==> src/rtl/owm_pkg.sv <==
package owm_pkg;

  typedef enum logic [1:0] {
    CMD_RESET = 2'b00,
    CMD_WR1   = 2'b01,
    CMD_WR0   = 2'b10,
    CMD_READ  = 2'b11
  } owm_cmd_e;

  typedef enum logic [1:0] {
    RES_NONE    = 2'b00,
    RES_PRESENT = 2'b01,
    RES_WIREERR = 2'b10
  } owm_res_e;

  typedef enum logic [2:0] {
    S_IDLE,
    S_LOW,
    S_POLL,
    S_TAIL,
    S_XLOW,
    S_XPD,
    S_XEND
  } owm_state_e;

endpackage

==> src/rtl/owm_tick_gen.sv <==
module owm_tick_gen #(
  parameter int DIV_W = 8
) (
  input  logic             clk,
  input  logic             rst_n,
  input  logic             clr_i,
  input  logic             en_i,
  input  logic [DIV_W-1:0] div_i,
  output logic             tick_o
);

  logic [DIV_W-1:0] cnt_q, cnt_d;

  always_comb begin
    tick_o = en_i && (cnt_q == div_i);
    if (clr_i || tick_o || !en_i) cnt_d = '0;
    else                          cnt_d = cnt_q + 1'b1;
  end

  always_ff @(posedge clk or negedge rst_n) begin
    if (!rst_n) cnt_q <= '0;
    else        cnt_q <= cnt_d;
  end

endmodule

==> src/rtl/owm_line_sync.sv <==
module owm_line_sync #(
  parameter int STAGES = 2
) (
  input  logic clk,
  input  logic rst_n,
  input  logic line_i,
  output logic line_s_o
);

  logic [STAGES-1:0] sh_q, sh_d;

  generate
    if (STAGES == 1) begin : g_one
      always_comb sh_d = line_i;
    end else begin : g_many
      always_comb sh_d = {sh_q[STAGES-2:0], line_i};
    end
  endgenerate

  always_ff @(posedge clk or negedge rst_n) begin
    if (!rst_n) sh_q <= '1;
    else        sh_q <= sh_d;
  end

  assign line_s_o = sh_q[STAGES-1];

endmodule

==> src/rtl/owm_slot_fsm.sv <==
module owm_slot_fsm
  import owm_pkg::*;
#(
  parameter int TW = 10
) (
  input  logic          clk,
  input  logic          rst_n,
  input  logic          start_i,
  input  logic [1:0]    cmd_i,
  input  logic          tick_i,
  input  logic          line_s_i,
  input  logic [TW-1:0] wr1_low_i,
  input  logic [TW-1:0] wr0_low_i,
  input  logic [TW-1:0] rd_low_i,
  input  logic [TW-1:0] rd_valid_i,
  input  logic [TW-1:0] slot_i,
  input  logic [TW-1:0] recov_i,
  input  logic [TW-1:0] rst_low_i,
  input  logic [TW-1:0] pres_wait_i,
  input  logic [TW-1:0] pres_len_i,
  input  logic [TW-1:0] rst_high_i,
  output logic          busy_o,
  output logic          done_o,
  output logic          drive_low_o,
  output logic          bit_o,
  output logic [1:0]    status_o,
  output logic          clr_o
);

  localparam int UW = TW + 2;

  owm_state_e    st_q, st_d;
  owm_cmd_e      cmd_q, cmd_d;
  owm_res_e      res_q, res_d;
  logic [UW-1:0] us_q, us_d, us_nx;
  logic          done_q, done_d;
  logic          drv_q, drv_d;
  logic          bit_q, bit_d;
  logic [UW-1:0] lim_low, lim_poll, lim_slot, lim_rstl, lim_samp, lim_rend;

  function automatic logic [UW-1:0] ext(input logic [TW-1:0] v);
    return {{(UW-TW){1'b0}}, v};
  endfunction

  assign us_nx = us_q + 1'b1;

  // Limits are absolute microsecond counts from the acceptance edge.
  always_comb begin
    lim_slot = ext(slot_i) + ext(recov_i);
    lim_poll = ext(rd_valid_i) + UW'(2);
    lim_rstl = ext(rst_low_i);
    lim_samp = ext(rst_low_i) + ext(pres_wait_i) + ext(pres_len_i >> 1);
    lim_rend = ext(rst_low_i) + ext(rst_high_i);
    case (cmd_q)
      CMD_WR1: lim_low = ext(wr1_low_i);
      CMD_WR0: lim_low = ext(wr0_low_i);
      default: lim_low = ext(rd_low_i);
    endcase
  end

  function automatic logic reached(input logic [UW-1:0] lim);
    return (us_q >= lim) || (tick_i && (us_nx >= lim));
  endfunction

  always_comb begin
    st_d   = st_q;
    cmd_d  = cmd_q;
    res_d  = res_q;
    bit_d  = bit_q;
    done_d = 1'b0;
    clr_o  = 1'b0;
    us_d   = tick_i ? us_nx : us_q;
    case (st_q)
      S_IDLE: begin
        if (start_i) begin
          clr_o = 1'b1;
          us_d  = '0;
          cmd_d = owm_cmd_e'(cmd_i);
          if (owm_cmd_e'(cmd_i) == CMD_RESET) begin
            if (!line_s_i) begin
              res_d  = RES_WIREERR;
              done_d = 1'b1;
            end else begin
              st_d = S_XLOW;
            end
          end else begin
            st_d = S_LOW;
          end
        end
      end
      S_LOW: begin
        if (reached(lim_low)) st_d = (cmd_q == CMD_READ) ? S_POLL : S_TAIL;
      end
      S_POLL: begin
        if (line_s_i) begin
          bit_d = (us_q < ext(rd_valid_i));
          st_d  = S_TAIL;
        end else if (reached(lim_poll)) begin
          bit_d = 1'b0;
          st_d  = S_TAIL;
        end
      end
      S_TAIL: begin
        if (reached(lim_slot)) begin
          st_d   = S_IDLE;
          done_d = 1'b1;
        end
      end
      S_XLOW: begin
        if (reached(lim_rstl)) st_d = S_XPD;
      end
      S_XPD: begin
        if (reached(lim_samp)) begin
          res_d = line_s_i ? RES_NONE : RES_PRESENT;
          st_d  = S_XEND;
        end
      end
      S_XEND: begin
        if (reached(lim_rend)) begin
          if (!line_s_i) res_d = RES_WIREERR;
          st_d   = S_IDLE;
          done_d = 1'b1;
        end
      end
      default: st_d = S_IDLE;
    endcase
    drv_d = (st_d == S_LOW) || (st_d == S_XLOW);
  end

  always_ff @(posedge clk or negedge rst_n) begin
    if (!rst_n) begin
      st_q   <= S_IDLE;
      cmd_q  <= CMD_RESET;
      res_q  <= RES_NONE;
      us_q   <= '0;
      done_q <= 1'b0;
      drv_q  <= 1'b0;
      bit_q  <= 1'b0;
    end else begin
      st_q   <= st_d;
      cmd_q  <= cmd_d;
      res_q  <= res_d;
      us_q   <= us_d;
      done_q <= done_d;
      drv_q  <= drv_d;
      bit_q  <= bit_d;
    end
  end

  assign busy_o      = (st_q != S_IDLE);
  assign done_o      = done_q;
  assign drive_low_o = drv_q;
  assign bit_o       = bit_q;
  assign status_o    = res_q;

endmodule

==> src/rtl/owm_slot_engine.sv <==
module owm_slot_engine #(
  parameter int DIV_W  = 8,
  parameter int TW     = 10,
  parameter int STAGES = 2
) (
  input  logic             clk,
  input  logic             rst_n,
  input  logic [DIV_W-1:0] div_i,
  input  logic [TW-1:0]    wr1_low_us_i,
  input  logic [TW-1:0]    wr0_low_us_i,
  input  logic [TW-1:0]    rd_low_us_i,
  input  logic [TW-1:0]    rd_valid_us_i,
  input  logic [TW-1:0]    slot_us_i,
  input  logic [TW-1:0]    recov_us_i,
  input  logic [TW-1:0]    rst_low_us_i,
  input  logic [TW-1:0]    pres_wait_us_i,
  input  logic [TW-1:0]    pres_len_us_i,
  input  logic [TW-1:0]    rst_high_us_i,
  input  logic             start_i,
  input  logic [1:0]       cmd_i,
  input  logic             line_i,
  output logic             busy_o,
  output logic             done_o,
  output logic             drive_low_o,
  output logic             bit_o,
  output logic [1:0]       status_o
);

  logic tick;
  logic clr;
  logic line_s;

  owm_line_sync #(.STAGES(STAGES)) u_sync (
    .clk      (clk),
    .rst_n    (rst_n),
    .line_i   (line_i),
    .line_s_o (line_s)
  );

  owm_tick_gen #(.DIV_W(DIV_W)) u_tick (
    .clk    (clk),
    .rst_n  (rst_n),
    .clr_i  (clr),
    .en_i   (busy_o),
    .div_i  (div_i),
    .tick_o (tick)
  );

  owm_slot_fsm #(.TW(TW)) u_fsm (
    .clk         (clk),
    .rst_n       (rst_n),
    .start_i     (start_i),
    .cmd_i       (cmd_i),
    .tick_i      (tick),
    .line_s_i    (line_s),
    .wr1_low_i   (wr1_low_us_i),
    .wr0_low_i   (wr0_low_us_i),
    .rd_low_i    (rd_low_us_i),
    .rd_valid_i  (rd_valid_us_i),
    .slot_i      (slot_us_i),
    .recov_i     (recov_us_i),
    .rst_low_i   (rst_low_us_i),
    .pres_wait_i (pres_wait_us_i),
    .pres_len_i  (pres_len_us_i),
    .rst_high_i  (rst_high_us_i),
    .busy_o      (busy_o),
    .done_o      (done_o),
    .drive_low_o (drive_low_o),
    .bit_o       (bit_o),
    .status_o    (status_o),
    .clr_o       (clr)
  );

endmodule

==> config.mk <==
export PLATFORM = sky130hd
export DESIGN_NAME = owm_slot_engine
export DESIGN_NICKNAME = d
export VERILOG_FILES = /design/src/rtl/owm_pkg.sv /design/src/rtl/owm_tick_gen.sv /design/src/rtl/owm_line_sync.sv /design/src/rtl/owm_slot_fsm.sv /design/src/rtl/owm_slot_engine.sv
export SDC_FILE = /design/constraint.sdc
export NUM_CORES = 1
export LEC_CHECK = 0
export BUFFER_PORTS_ARGS = -buffer_cell sky130_fd_sc_hd__buf_2
export CAP_MARGIN = 20
export CORE_MARGIN = 3
export CORE_UTILIZATION = 59
export CTS_BUF_LIST = sky130_fd_sc_hd__clkbuf_4
export CTS_CLUSTER_DIAMETER = 80
export DETAILED_ROUTE_END_ITERATION = 10
export PLACE_DENSITY = 0.88
export SLEW_MARGIN = 10
export SYNTH_ARGS = -nofsm -noshare
export SYNTH_HDL_FRONTEND = slang
export SYNTH_SLANG_ARGS = --single-unit
==> constraint.sdc <==
create_clock -name clk -period 4.55 [get_ports clk]
set_input_delay 0.455 -clock clk [delete_from_list [all_inputs] [get_ports clk]]
set_output_delay 0.455 -clock clk [all_outputs]
set_load 0.1 [all_outputs]
==> results of run 1 <==
[stage by stage]
stage | hold WS, ps | utilization | cell area, um^2 | cells | setup slack (ps)
2_1_floorplan | 159 | - | 6670 | 802 | 128
3_3_place_gp | 347 | 0.708 | 7740 | 1095 | -116
3_5_place_dp | 349 | 0.708 | 7740 | 1095 | -179
4_1_cts | 162 | 0.712 | 7790 | 1102 | 148
5_1_grt | 184 | 0.717 | 7840 | 1103 | -78.0
6_report | 143 | 0.717 | 7840 | 1103 | 143
[cell families after synthesis]
family | after synthesis | synth area share
AOI/OAI and AO/OA | 237 | 0.238
and+or+nand+nor | 220 | 0.162
buffers and inverters | 59 | 0.0345
DFF | 32 | 0.120
muxes | 1 | 0.00169
xor gates and xnor gates | 67 | 0.0908
adders and majority gates | 186 | 0.353
[sequential cells by signal, summed over array words and instances, names as in the netlist]
name	cells
u_fsm.us_q	12
u_tick.cnt_q	8
u_fsm.st_q	3
u_fsm.cmd_q	2
u_fsm.status_o	2
u_sync.sh_q	2
u_fsm.bit_o	1
u_fsm.done_o	1
u_fsm.drive_low_o	1
[worst max path at each step]
stage | from | endpoint | cells past startpoint
after floorplan | rst_low_us_i[0] | u_fsm.st_q[1] | 19
after global placement | rst_low_us_i[0] | u_fsm.st_q[1] | 21
after detailed placement | rst_low_us_i[0] | u_fsm.st_q[1] | 21
after CTS | rst_low_us_i[0] | u_fsm.st_q[1] | 21
after global routing | rst_low_us_i[0] | u_fsm.st_q[1] | 23
final | rst_low_us_i[0] | u_fsm.st_q[1] | 22
[power breakdown]
group / internal (uW) / switching [uW]
clock network: 62.8 / 96.0
registers: 359 / 98.2
logic: 755 / 1030
total: 1180 / 1230
[area by class of cell]
type | count | area (um^2)
multi-input combinational | 711 | 5680
fill | 843 | 3100
timing repair buffer | 166 | 951
sequential | 32 | 803
inverter | 47 | 176
tap | 140 | 175
clock buffer | 6 | 45.0
clock inverter | 1 | 5.00
[timing repair]
item | in CTS | in global routing
gates resized for setup | 0 | 13
buffers inserted | 0 | 1
endpoints found under the setup margin | 0 | 5
hold buffers | 0 | 0
[synth_stat cells (11+ instances only)]
cell | number | area (um^2)
nor2_1 | 55 | 206
nor2b_1 | 12 | 75.1
ha_1 | 182 | 2280
o21a_1 | 17 | 128
o21ai_0 | 37 | 185
inv_1 | 47 | 176
a211oi_1 | 16 | 120
nand3_1 | 29 | 145
dfrtp_1 | 30 | 751
a21o_1 | 19 | 143
a22oi_1 | 11 | 82.6
xor2_1 | 27 | 236
a21oi_1 | 62 | 310
nand2_1 | 56 | 210
nor3_1 | 13 | 65.1
xnor2_1 | 39 | 342
o21bai_1 | 14 | 105
[metal layers]
metal,share of wire,track usage
met4,0.053,0.143
met2,0.47,0.478
met1,0.41,0.335
met5,0,0
met3,0.072,0.0523
==> impl_metrics.toml, run 1 <==
[yosys]
yosys_warnings = 0
syn_nets = 1102
avgSynthCellArea_um2 = 8.32
netlist_area_um2 = 6670
ys_ff_latch = 32
post_synth_num_cell_types = 68
synthCells = 802
synth_edf_count = 0
synth_seq_area_share = 0.120
async_reset_ff_frac = 1.00
synth-main-ff-cell = "dfrtp_1"

[timing]
tightestPinTransition_ps = 1040
slew_violations = 0
finalCritPeriodShare = 0.969
finalHoldViolations = 0
max_slew_margin = 0.306
fin_skew_ps = 18.6
setup_viol = 0
rsz0062_at_grt = "true"
finalSetupTns_ps = 0
min_period_ps = 4410
fmax_mhz = 227

[floorplan]
core_area_um2 = 10900
dieHeight_um = 112
rows = 38
die-area_um2 = 12600
start_util = 0.610
top_level_ports = 120
die_w_um = 112

[routing]
drt_iter0_markers = 396
drtPass1Iterations = 5
wl_um = 18100
vias_per_cell = 6.11
drc_errors = 0
drt-wirelength-per-cell_um = 16.4
dr_total_vias = 6735
ant_nets = 0

[worst_setup_path]
crit_family = "compound AO/OA/AOI/OAI gates"
path_cells = "buf_2 -> ha_1 -> fa_1 -> a21o_1 -> a21oi_2 -> xnor2_1 -> ha_1 -> buf_4 -> nand3_1 -> o211ai_1 -> nor2_1 -> o21ai_0 -> xnor2_1 -> ha_1 -> o21ai_0 -> o21ai_0 -> o21bai_1 -> nand3_1 -> a31oi_1 -> a221o_1 -> or3_4 -> a21o_1"
critPathSlowestCell = "fa_1"
cp.arrival_ps = 4660
critPathMaxFanout = 4
cp.required_ps = 4800
crit_path_start_kind = "input pin"
rr_startpoint = "u_fsm.us_q[4]"
critical_path_buf_inv_count = 2
r2r_end = "u_fsm.drive_low_o"
reg2regPathDepth = 12
cp_slowest_stage_delay_ps = 390
reg2reg_slack_ps = 550
critPathKind = "input pin to register"
end_kind = "register"

[grt]
grt_overflow = 0
first_global_vias = 6463
track_usage = 0.280
grt_pass1_wl_um = 29100
antenna_found_initial = 0
grt_max_degree = 33

[placement]
gp_congestion = 0.918
hpwl_um = 14900
port_buffers = 118

[cells_and_area]
final_common_cell = "ha_1"
syn_to_final_growth_pct = 17.5
drive_gt1_frac = 0.208
final_cell_mix = "ha_1 (182), buf_2 (118), a21oi_1 (57), nand2_1 (56), nor2_1 (54)"
n_antenna_cell = 0
final_nets = 1263

[pwr]
power.density_nw_per_um2 = 307
totalPowerFinal_uw = 2400
vdd_drop_max_mv = 0.229
cellLeakagePower_uw = 0.00422

[clocking]
cts_root_buf = "clkbuf_4"
clkSlewWorstSetupHoldPaths_ps = 110
cts_tree = "built"
htreeDepth = 2
clkLatencyLatePin_ps = 350
cts.sink_count = 32
numCtsBuffers = 5
cts_buffer_depth = 2

[job]
cap_violations = 0

[min_path]
hold_path_class = "input pin to async pin"

[outcome]
status = "finished clean"
(Power assumes the default switching activity.)
==> inputs of run 2 (changes only) <==
CORE_MARGIN = 8   (was 3)
CORE_UTILIZATION = 45   (was 59)
PLACE_DENSITY = 0.71   (was 0.88)
==> impl_metrics.toml, run 2 (synthesis results as in run 1) <==
[outcome]
status = "finished clean"

[grt]
first_global_vias = 6453
antenna_found_initial = 0
grt.met1_usage = 0.248
grt_pass1_wl_um = 30000
grt_max_degree = 33
track_usage = 0.196
grt_use_met3 = 0.0179
grt_util_met2 = 0.360
busiest_layer = "met2"
grt_overflow = 0

[timing]
rsz0062_at_grt = "true"
setup_viol = 0
min_period_ps = 4380
fin_skew_ps = 11.6
fmax_mhz = 228
setup_slack_ps = 168
whs_ps = 165
slew_violations = 0
max_slew_margin = 0.278
finalCritPeriodShare = 0.963
tightestPinTransition_ps = 1060
finalHoldViolations = 0

[clocking]
clkSlewWorstSetupHoldPaths_ps = 100
cts_root_buf = "clkbuf_4"
cts_buffer_depth = 2
cts.sink_count = 32
htreeDepth = 2
clkLatencyLatePin_ps = 330
numCtsBuffers = 5
hold_buffers = 0
cts_tree = "built"

[worst_setup_path]
cp.arrival_ps = 4610
reg2regPathDepth = 12
critPathKind = "input pin to register"
critPathMaxFanout = 4
critPathCapture = "u_fsm.st_q[1]"
rr_startpoint = "u_fsm.us_q[3]"
critPathLaunch = "rst_low_us_i[0]"
r2r_end = "u_fsm.drive_low_o"
cp.required_ps = 4780
reg2reg_slack_ps = 540
crit_path_start_kind = "input pin"
end_kind = "register"

[floorplan]
dieHeight_um = 138
start_util = 0.459
die_w_um = 138
rows = 44
die-area_um2 = 19000
top_level_ports = 120
core_area_um2 = 14500

[placement]
hpwl_um = 15800
gp_congestion = 0.864
port_buffers = 118
post-place-ws_ps = -269

[cells_and_area]
largest_register_ffs = 12
drive_gt1_frac = 0.225
largestRegisters = "u_fsm.us_q x12, u_tick.cnt_q x8, u_fsm.st_q x3"
final_cell_mix = "ha_1 (180), buf_2 (118), buf_4 (60), nand2_1 (56)"
final_nets = 1276
final_common_cell = "ha_1"
max_flop_register = "u_fsm.us_q"
n_antenna_cell = 0
syn_to_final_growth_pct = 20.5

[routing]
drc_errors = 0
drt_iter0_markers = 338
drtPass1Iterations = 5
drt-wirelength-per-cell_um = 16.3
vias_per_cell = 5.69
ant_nets = 0
dr_total_vias = 6598
wl_um = 18900

[job]
cap_violations = 0

[pwr]
power.density_nw_per_um2 = 305
cellLeakagePower_uw = 0.00429
vdd_drop_max_mv = 0.155

[min_path]
hold_path_class = "input pin to async pin"
-- run 2: cell types whose count changed in the layout (fill, tap and decap cells not counted), moves of 2 or more --
| cell | before | now |
|---|---|---|
| a21oi_1 | 57 | 55 |
| ha_1 | 182 | 180 |
| o21ai_1 | 4 | 7 |
| buf_4 | 48 | 60 |
| a21oi_2 | 5 | 7 |
| ha_2 | 0 | 2 |
| o21ai_0 | 35 | 32 |
-- run 2: power by group --
group	switching [uW]	total (uW)	internal [uW]
clock network	95.8	159	62.9
logic	1040	1830	789
registers	98.2	457	359
-- run 2: metal layers --
metal	part of all wire	wire length, um
met4	0.010	189
met2	0.50	9390
met3	0.055	1040
met5	0	0
met1	0.44	8300
-- run 2: area by class of cell --
class / instances / area, um^2
Inverter: 47 / 176
Multi-Input combinational cell: 711 / 5720
Fill cell: 1396 / 6500
Clock buffer: 6 / 45.0
Tap cell: 184 / 230
Sequential cell: 32 / 803
Timing Repair Buffer: 179 / 1060
Clock inverter: 1 / 5.00
-- run 2: worst max-delay path, stage by stage --
cell and delay, ps:
buf_2 120, ha_2 200, fa_2 340, a21o_1 220, a21oi_2 150, xnor2_1 130
ha_1 270, buf_4 160, nand3_1 70, o211ai_1 100, nor2_1 170, xor2_1 240
ha_1 300, a211oi_2 260, o21ai_1 110, o21bai_4 190, a21oi_2 180, a31oi_2 70
a221o_1 380, or3_1 320, a21o_1 180
-- run 2: stage by stage --
step	cells	cell area, um^2	TNS, ps	total power, uW	utilization
global placement	1151	7900	-604	2190	0.543
detailed placement	1151	7900	-763	2240	0.543
CTS	1158	7950	0	2400	0.547
global route	1160	8040	-85.6	2700	0.553
finish	1160	8040	0	2450	0.553
floorplan	802	6670	0	1720	-
-- run 2: worst min path at each step --
| stage | to | start | slack, ps | cells past startpoint |
|---|---|---|---|---|
| after global placement | u_sync.sh_q[1] | u_sync.sh_q[0] | 350 | 0 |
| after global routing | u_sync.sh_q[0] | line_i | 200 | 1 |
| after detailed placement | u_sync.sh_q[1] | u_sync.sh_q[0] | 350 | 0 |
| final | u_tick.cnt_q[5] | rst_n | 170 | 1 |
| after CTS | u_tick.cnt_q[7] | rst_n | 190 | 1 |
| after floorplan | u_fsm.bit_o | rst_n | 160 | 0 |
-- run 2: what timing repair did --
| action | in CTS | in global routing |
|---|---|---|
| resized for setup | 0 | 24 |
| buffers inserted | 0 | 2 |
| setup endpoints to repair | 0 | 5 |
==> inputs of run 3 (changes only) <==
CTS_BUF_LIST = default   (was sky130_fd_sc_hd__clkbuf_4)
HOLD_SLACK_MARGIN = 0.05   (was default)
==> impl_metrics.toml, run 3 (synthesis results as in run 1) <==
[worst_setup_path]
critPathMaxFanout = 3
reg2regPathDepth = 13
crit_path_start_kind = "input pin"
cp.depth = 19
cp.required_ps = 4710
critPathLaunch = "rst_low_us_i[0]"
rr_startpoint = "u_fsm.us_q[3]"
critPathKind = "input pin to register"
reg2reg_slack_ps = 540
critPathSlowestCell = "a2111oi_0"
critical_path_buf_inv_count = 5
crit_family = "compound AO/OA/AOI/OAI gates"
crit_top_cell = "buf_4"
path_cells = "buf_6 -> ha_4 -> fa_2 -> buf_4 -> buf_4 -> xor2_1 -> ha_1 -> buf_4 -> inv_1 -> o21bai_1 -> xnor2_1 -> ha_1 -> a2111oi_0 -> o21bai_4 -> a21oi_2 -> a31oi_4 -> a221o_1 -> or3_1 -> a21o_1"
end_kind = "register"
cp.arrival_ps = 4510
cp_slowest_stage_delay_ps = 830

[grt]
first_global_vias = 6511
grt_pass1_wl_um = 30400
grt_overflow = 0
grt_max_degree = 33
track_usage = 0.199
antenna_found_initial = 0

[cells_and_area]
final_cell_mix = "ha_1 (180), buf_2 (116), buf_4 (60), nand2_1 (55), nor2_1 (55)"
largestRegisters = "u_fsm.us_q x12, u_tick.cnt_q x8, u_fsm.st_q x3"
syn_to_final_growth_pct = 22.8
final_nets = 1277
largest_register_ffs = 12
final_common_cell = "ha_1"
drive_gt1_frac = 0.232
max_flop_register = "u_fsm.us_q"

[routing]
drt-wirelength-per-cell_um = 16.5
wl_um = 19200
vias_per_cell = 5.69
drc_errors = 0
ant_nets = 0
drtPass1Iterations = 5
dr_total_vias = 6614
drt_iter0_markers = 336

[timing]
finalHoldViolations = 0
finalCritPeriodShare = 0.956
min_period_ps = 4350
whs_ps = 232
max_slew_margin = 0.281
tightestPinTransition_ps = 1050
finalSetupTns_ps = 0
fin_skew_ps = 3.96
setup_viol = 0
slew_violations = 0
fmax_mhz = 230

[placement]
gp_congestion = 0.864
hpwl_um = 15800
port_buffers = 118

[clocking]
cts_root_buf = "clkbuf_16"
cts_tree = "built"
cts_buffer_depth = 2
cts.sink_count = 32
htreeDepth = 2
clkSlewWorstSetupHoldPaths_ps = 50
numCtsBuffers = 5
clkLatencyLatePin_ps = 270

[pwr]
cellLeakagePower_uw = 0.00434
power.density_nw_per_um2 = 320
vdd_drop_max_mv = 0.181

[job]
cap_violations = 0

[floorplan]
die-area_um2 = 19000
die_w_um = 138
rows = 44
start_util = 0.459
dieHeight_um = 138
top_level_ports = 120
core_area_um2 = 14500

[min_path]
hold_path_class = "input pin to async pin"

[outcome]
status = "finished clean"
[run 3: through the flow]
step / cell area (um^2) / instances / setup WS (ps) / util / power [uW]
2_1_floorplan: 6670 / 802 / 128 / - / 1720
3_3_place_gp: 7900 / 1151 / -196 / 0.543 / 2190
3_5_place_dp: 7900 / 1151 / -269 / 0.543 / 2240
4_1_cts: 8040 / 1159 / 22.9 / 0.553 / 2570
5_1_grt: 8190 / 1161 / -18.4 / 0.564 / 2890
6_report: 8200 / 1162 / 200 / 0.564 / 2630
[run 3: final timing paths]
| path | endpoint |
|---|---|
| max | u_fsm.st_q[1] |
| min | u_fsm.cmd_q[1] |
| max reg2reg | u_fsm.drive_low_o |
| min reg2reg | u_sync.sh_q[1] |
| max in group asynchronous | u_fsm.us_q[1] |
| min in group clk | u_sync.sh_q[0] |
[run 3: layer usage]
layer,share of wire,GRT usage
met5,0,0
met3,0.055,0.0179
met2,0.50,0.364
met4,0.012,0.0334
met1,0.44,0.249
[run 3: what timing repair did]
| action | CTS | global route |
|---|---|---|
| gates cloned | 0 | 0 |
| endpoints found under the setup margin | 1 | 5 |
| resized for setup | 0 | 38 |
| setup buffers | 1 | 2 |
| pin swaps | 1 | 24 |
| hold buffers | 0 | 0 |
[run 3: cell type report]
cell class | count | area, um^2
fill | 1381 | 6340
inverter | 47 | 176
clock buffer | 6 | 129
antenna | 1 | 2.50
timing repair buffer | 180 | 1080
tap | 184 | 230
clock inverter | 1 | 5.00
multi-input combinational | 711 | 5760
sequential | 32 | 803
[run 3: where the power goes]
group          internal, uW  total, uW  switching, uW
clock network           198        307            109
registers               361        459           98.5
logic                   801       1860           1060
[run 3: worst register-to-register path, cell delays in order, from the launching register on]
cell	delay, ps
dfrtp_1	540
buf_4	260
and3_1	220
nand3_1	120
xnor2_1	690
ha_1	390
a21oi_1	150
nor2b_1	50
o21ai_0	150
a41oi_1	160
o211a_1	260
a311oi_1	510
nand4_1	180
a211oi_2	240
